### src/rtl/fhm_pkg.sv
package fhm_pkg;
  localparam int unsigned FPR_W   = 64;
  localparam int unsigned HALF_W  = FPR_W / 2;
  localparam int unsigned NUM_FPR = 32;
  localparam int unsigned IDX_W   = $clog2(NUM_FPR);

  localparam logic [5:0]  OPC_FPU   = 6'b010001;
  localparam logic [4:0]  SUB_MFH   = 5'b00011;
  localparam logic [4:0]  SUB_MTH   = 5'b00111;
  localparam logic [31:0] MARK_RD   = 32'h0BAD_F00D;
  localparam logic [31:0] MARK_WR   = 32'hDEAD_C0DE;

  typedef enum logic [1:0] {
    OP_NONE = 2'd0,
    OP_MFH  = 2'd1,
    OP_MTH  = 2'd2
  } hmove_op_e;
endpackage

### src/rtl/fhm_decode.sv
module fhm_decode
  import fhm_pkg::*;
(
  input  logic [31:0]      instr_i,
  output hmove_op_e        op_o,
  output logic [IDX_W-1:0] rt_o,
  output logic [IDX_W-1:0] fs_o
);
  logic base_ok;

  assign base_ok = (instr_i[31:26] == OPC_FPU) && (instr_i[10:0] == 11'd0);
  assign rt_o    = instr_i[20:16];
  assign fs_o    = instr_i[15:11];

  always_comb begin
    op_o = OP_NONE;
    if (base_ok) begin
      if (instr_i[25:21] == SUB_MFH)      op_o = OP_MFH;
      else if (instr_i[25:21] == SUB_MTH) op_o = OP_MTH;
    end
  end
endmodule

### src/rtl/fhm_regfile.sv
module fhm_regfile #(
  parameter int unsigned DEPTH = 32,
  parameter int unsigned WIDTH = 64,
  localparam int unsigned AW   = $clog2(DEPTH)
) (
  input  logic             clk_i,
  input  logic             rst_ni,
  input  logic [AW-1:0]    raddr_i,
  output logic [WIDTH-1:0] rdata_o,
  input  logic             we_i,
  input  logic [AW-1:0]    waddr_i,
  input  logic [WIDTH-1:0] wdata_i
);
  logic [WIDTH-1:0] mem_q [DEPTH];

  for (genvar g = 0; g < DEPTH; g++) begin : g_entry
    always_ff @(posedge clk_i or negedge rst_ni) begin
      if (!rst_ni)                             mem_q[g] <= '0;
      else if (we_i && (waddr_i == AW'(g)))    mem_q[g] <= wdata_i;
    end
  end

  // read returns the pre-edge value
  assign rdata_o = mem_q[raddr_i];
endmodule

### src/rtl/fhm_exec.sv
module fhm_exec
  import fhm_pkg::*;
(
  input  hmove_op_e        op_i,
  input  logic             fpu_en_i,
  input  logic             wide_i,
  input  logic [IDX_W-1:0] rt_i,
  input  logic [IDX_W-1:0] fs_i,
  input  logic [FPR_W-1:0] gpr_i,
  input  logic [FPR_W-1:0] rdata_i,
  output logic [IDX_W-1:0] raddr_o,
  output logic             fwe_o,
  output logic [IDX_W-1:0] fwaddr_o,
  output logic [FPR_W-1:0] fwdata_o,
  output logic             res_we_o,
  output logic [IDX_W-1:0] res_idx_o,
  output logic [FPR_W-1:0] res_data_o,
  output logic             unus_o,
  output logic             warn_o
);
  logic             odd_fs;
  logic [IDX_W-1:0] pair_idx;

  assign odd_fs   = fs_i[0];
  assign pair_idx = {fs_i[IDX_W-1:1], 1'b1};
  assign raddr_o  = wide_i ? fs_i : pair_idx;

  function automatic logic [FPR_W-1:0] sext(input logic [HALF_W-1:0] v);
    return {{HALF_W{v[HALF_W-1]}}, v};
  endfunction

  always_comb begin
    fwe_o      = 1'b0;
    fwaddr_o   = fs_i;
    fwdata_o   = '0;
    res_we_o   = 1'b0;
    res_idx_o  = '0;
    res_data_o = '0;
    unus_o     = 1'b0;
    warn_o     = 1'b0;
    if (op_i != OP_NONE) begin
      if (!fpu_en_i) begin
        unus_o = 1'b1;
      end else begin
        warn_o = !wide_i && odd_fs;
        if (op_i == OP_MFH) begin
          res_we_o  = 1'b1;
          res_idx_o = rt_i;
          if (wide_i)       res_data_o = sext(rdata_i[FPR_W-1:HALF_W]);
          else if (!odd_fs) res_data_o = sext(rdata_i[HALF_W-1:0]);
          else              res_data_o = {{HALF_W{1'b0}}, MARK_RD};
        end else begin
          fwe_o = 1'b1;
          if (wide_i) begin
            fwaddr_o = fs_i;
            fwdata_o = {gpr_i[HALF_W-1:0], rdata_i[HALF_W-1:0]};
          end else if (!odd_fs) begin
            fwaddr_o = pair_idx;
            fwdata_o = {{HALF_W{1'b0}}, gpr_i[HALF_W-1:0]};
          end else begin
            fwaddr_o = fs_i;
            fwdata_o = {{HALF_W{1'b0}}, MARK_WR};
          end
        end
      end
    end
  end
endmodule

### src/rtl/fpr_hi_move.sv
module fpr_hi_move
  import fhm_pkg::*;
(
  input  logic              clk_i,
  input  logic              rst_ni,
  input  logic [31:0]       instr_i,
  input  logic [FPR_W-1:0]  gpr_i,
  input  logic              fpu_en_i,
  input  logic              wide_mode_i,
  output logic [FPR_W-1:0]  gpr_o,
  output logic              gpr_we_o,
  output logic [IDX_W-1:0]  gpr_idx_o,
  output logic              fpu_unusable_o,
  output logic              warn_o
);
  hmove_op_e        op;
  logic [IDX_W-1:0] rt, fs, raddr, fwaddr, res_idx;
  logic [FPR_W-1:0] rdata, fwdata, res_data;
  logic             fwe, res_we, unus, warn;

  fhm_decode u_dec (
    .instr_i (instr_i),
    .op_o    (op),
    .rt_o    (rt),
    .fs_o    (fs)
  );

  fhm_regfile #(.DEPTH(NUM_FPR), .WIDTH(FPR_W)) u_rf (
    .clk_i   (clk_i),
    .rst_ni  (rst_ni),
    .raddr_i (raddr),
    .rdata_o (rdata),
    .we_i    (fwe),
    .waddr_i (fwaddr),
    .wdata_i (fwdata)
  );

  fhm_exec u_exec (
    .op_i       (op),
    .fpu_en_i   (fpu_en_i),
    .wide_i     (wide_mode_i),
    .rt_i       (rt),
    .fs_i       (fs),
    .gpr_i      (gpr_i),
    .rdata_i    (rdata),
    .raddr_o    (raddr),
    .fwe_o      (fwe),
    .fwaddr_o   (fwaddr),
    .fwdata_o   (fwdata),
    .res_we_o   (res_we),
    .res_idx_o  (res_idx),
    .res_data_o (res_data),
    .unus_o     (unus),
    .warn_o     (warn)
  );

  always_ff @(posedge clk_i or negedge rst_ni) begin
    if (!rst_ni) begin
      gpr_o          <= '0;
      gpr_we_o       <= 1'b0;
      gpr_idx_o      <= '0;
      fpu_unusable_o <= 1'b0;
      warn_o         <= 1'b0;
    end else begin
      gpr_o          <= res_data;
      gpr_we_o       <= res_we;
      gpr_idx_o      <= res_idx;
      fpu_unusable_o <= unus;
      warn_o         <= warn;
    end
  end
endmodule

### config.mk
export PLATFORM = sky130hd
export DESIGN_NAME = fpr_hi_move
export DESIGN_NICKNAME = d
export VERILOG_FILES = /design/src/rtl/fhm_pkg.sv /design/src/rtl/fhm_decode.sv /design/src/rtl/fhm_regfile.sv /design/src/rtl/fhm_exec.sv /design/src/rtl/fpr_hi_move.sv
export SDC_FILE = /design/constraint.sdc
export NUM_CORES = 2
export LEC_CHECK = 0
export BUFFER_PORTS_ARGS = -buffer_cell sky130_fd_sc_hd__buf_2
export CORE_MARGIN = 3
export CORE_UTILIZATION = 50
export DETAILED_ROUTE_END_ITERATION = 8
export PLACE_DENSITY = 0.63
export SETUP_SLACK_MARGIN = 0.2
export SLEW_MARGIN = 20
export SYNTH_ARGS = -nofsm -noshare
export SYNTH_HDL_FRONTEND = slang
export SYNTH_SLANG_ARGS = --single-unit
export TNS_END_PERCENT = 50
### constraint.sdc
create_clock -name clk_i -period 3.8 [get_ports clk_i]
set_input_delay 0.19 -clock clk_i [delete_from_list [all_inputs] [get_ports clk_i]]
set_output_delay 0.19 -clock clk_i [all_outputs]
set_load 0.05 [all_outputs]
==> flow_summary.json <==
{
  "outcome": "completed",
  "path_buf_inv": 4,
  "utilization_pct": 56.2,
  "htree_levels": 4,
  "critPathSlowestCell": "dlygate4sd3_1",
  "dr.first_iter.drc_count": 7747,
  "cts_root_buffer": "clkbuf_16",
  "synth_most_common_cell": "dfrtp_1",
  "drtPass1Iterations": 6,
  "crit_fanout": 64,
  "grt_util_all_layers_pct": 31.9,
  "power.share.clock_pct": 46.7,
  "setup-violations-final": 0,
  "wl_per_cell_um": 28.0,
  "gp_congestion": 0.888,
  "vdd_drop_max_mv": 0.367,
  "swShare_pct": 23.3,
  "clk_latency_ns": 0.86,
  "finalWorstSetupSlack_ns": 0.422,
  "final.min_clock_period_ns": 3.38,
  "clkSlewWorstSetupHoldPaths_ns": 0.06,
  "cp_cell_sequence": "dlygate4sd3_1 > buf_6 > nand2b_4 > buf_12 > buf_4 > a211oi_1 > or4_1 > o31ai_1 > nand3_1 > a31oi_1",
  "fill_cells": 14969,
  "wl_mm": 293,
  "dpl_worst_slack_ns": 0.194,
  "cts_setup_buffers": 0,
  "syn-num-nets": 8485,
  "cp_data_required_time_ns": 4.56,
  "ios": 172,
  "cp-start-kind": "input pin",
  "portBuffers": 139,
  "die_area_um2": 184000,
  "via_per_inst": 6.21,
  "hold_viol": 0,
  "p_leak_uw": 0.0454,
  "syn_avg_cell_area_um2": 10.6,
  "ant_nets": 0,
  "drive_gt1_share_pct": 16.1,
  "vias": 64848,
  "yosysSeqAreaShare_pct": 58.5,
  "dp.final_hpwl_mm": 174,
  "critPathKind": "input pin to flop",
  "pwr-share-comb_pct": 5.0,
  "clock-skew-final_ns": 0.0369,
  "fmax_ghz": 0.296,
  "ys_top_cells_by_area": "dfrtp_1, o21ai_0, mux4_2, nand2_1, clkbuf_1",
  "power.switching_uw": 10700,
  "grt_overflow": 0,
  "p_seq_share_pct": 48.3,
  "rows": 154,
  "die_height_um": 429,
  "finalSetupTns_ns": 0,
  "synth-edff-count": 0,
  "die_x_um": 429,
  "syn-cell-area_um2": 89300,
  "worstMarginPinSlew_ns": 1.05,
  "syn2layout_area_growth_pct": 11.4,
  "intPower_uw": 35300,
  "critPathMaxStageDelay_ns": 0.59,
  "antenna_found_initial": 19,
  "grt_setup_unrepaired": "no",
  "min-delay-path-class": "input pin to flop",
  "core-area_um2": 177000,
  "synth-seq-cells": 2088,
  "regToRegSetupSlack_ns": 0.91,
  "ctsHoldBuffers": 35,
  "drv_slew": 0,
  "synth_top_area_share_pct": 58.5,
  "synthDistinctLibCells": 75,
  "async_flop_share_pct": 100,
  "maxSlewHeadroom_pct": 29.7,
  "min_period_over_period_pct": 88.9,
  "synthFlopType": "dfrtp_1",
  "grt_max_degree": 195,
  "cp_top_family": "buffers and inverters",
  "drc_errors": 0,
  "yosysTopAreaCell": "dfrtp_1",
  "synthTopCellsByCount": "dfrtp_1, nand2_1, o21ai_0, clkbuf_1, mux4_2",
  "cts_resized": 0,
  "tritoncts": "done",
  "yosysWarnings": 0,
  "power_density_nw_per_um2": 463,
  "crit_path_end_kind": "flop",
  "postSynthCellCount": 8385,
  "grt_pass1_wl_mm": 434,
  "grt_pass1_vias": 63582,
  "arrival_ns": 4.14,
  "clkSinkCount": 2088,
  "maxCapViolCount": 0,
  "fin_nets": 8015,
  "start_util_pct": 50.5,
  "numCtsBuffers": 209,
  "cts_buffer_depth": 3
}
-- power by group through the flow --
stage	Sequential (uW)	Clock (uW)	Combinational, uW
detailed placement	22600	0	2240
global route	22200	22700	2430
floorplan	22600	0	934
finish	22200	21500	2290
global placement	22600	0	2230
CTS	22200	21700	2280
-- worst min-delay path: stages --
cell	delay [ns]
buf_2	0.16
nand2_1	0.10
buf_4	0.24
o21ai_0	0.18
-- stage by stage --
stage	total power [uW]	area [um^2]	cells	hold slack, ns
after detailed placement	24900	91800	10008	0.133
after floorplan	23600	89300	8385	-0.106
after global routing	47300	99400	10433	0.0441
after CTS	46200	99400	10430	0.00328
after global placement	24900	91800	10008	0.134
final	46000	99400	10442	0.0532
-- routing by layer --
layer	track usage [%]	wire length, um	part of all wire [%]	up-vias
met5	0	11	0.0038	-
met4	15.9	16400	5.6	2
met3	6.83	26700	9.1	782
met2	47.9	131000	45	3278
met1	44.2	119000	41	32885
li1	-	-	-	27901
-- registers in the layout, summed over array words and instances (netlist names) --
register / count
gpr_we_o: 1
fpu_unusable_o: 1
gpr_idx_o: 5
warn_o: 1
u_rf.mem_q: 2048
gpr_o: 32
-- final cells by class --
| class | count | area (um^2) | area share [%] |
|---|---|---|---|
| repair buffers | 574 | 5040 | 5.07 |
| inverters | 13 | 51.3 | 0.0516 |
| well taps | 2340 | 2930 | 2.94 |
| clock buffers | 308 | 6160 | 6.20 |
| flip-flops and latches | 2088 | 52300 | 52.5 |
| diodes | 11 | 27.5 | 0.0277 |
| multi-input cells | 5029 | 32000 | 32.1 |
| clock inverters | 79 | 1030 | 1.03 |
-- cell usage in the layout, fill, tap and decap left out, drive strengths merged, types with 11 or more instances in the layout --
master,instances
dfrtp,2088
nand2,1733
o21ai,1373
buf,540
clkbuf,308
mux4,298
nor2,268
and3b,191
a211oi,163
mux2i,137
a31oi,115
a21oi,105
nand3,69
mux2,57
a211o,47
clkinv,41
nand4,36
dlygate4sd3,34
o22ai,27
a22oi,26
o211ai,26
inv,24
a32o,22
o2111ai,22
a32oi,21
and2,21
nor3,20
o2111a,19
and3,18
or3,18
a2111oi,17
bufinv,17
a221oi,15
nor4,13
o41ai,12
diode,11
o311ai,11
or2,11
-- cell families (layout without fill, tap and decap cells) --
group / Yosys count / count (layout) / synth area share, %
buffers and inverters: 1268 / 974 / 5.91
other: 0 / 11 / 0
AOI/OAI and AO/OA: 2093 / 2093 / 13.8
and+or+nand+nor: 2444 / 2444 / 12.0
muxes: 492 / 492 / 9.77
DFF: 2088 / 2088 / 58.5
-- path summary, 6_finish.rpt --
check,start,endpoint,cells after the start
hold reg to reg,u_rf.mem_q[2004],u_rf.mem_q[2004],0
max in group asynchronous,rst_ni,u_rf.mem_q[1114],4
min in group asynchronous,rst_ni,gpr_o[30],3
hold / removal,gpr_i[30],u_rf.mem_q[1918],4
setup / recovery,instr_i[11],u_rf.mem_q[1160],10
setup reg to reg,u_rf.mem_q[471],u_rf.mem_q[407],6
Note: power is estimated with default switching activity, not from simulation.
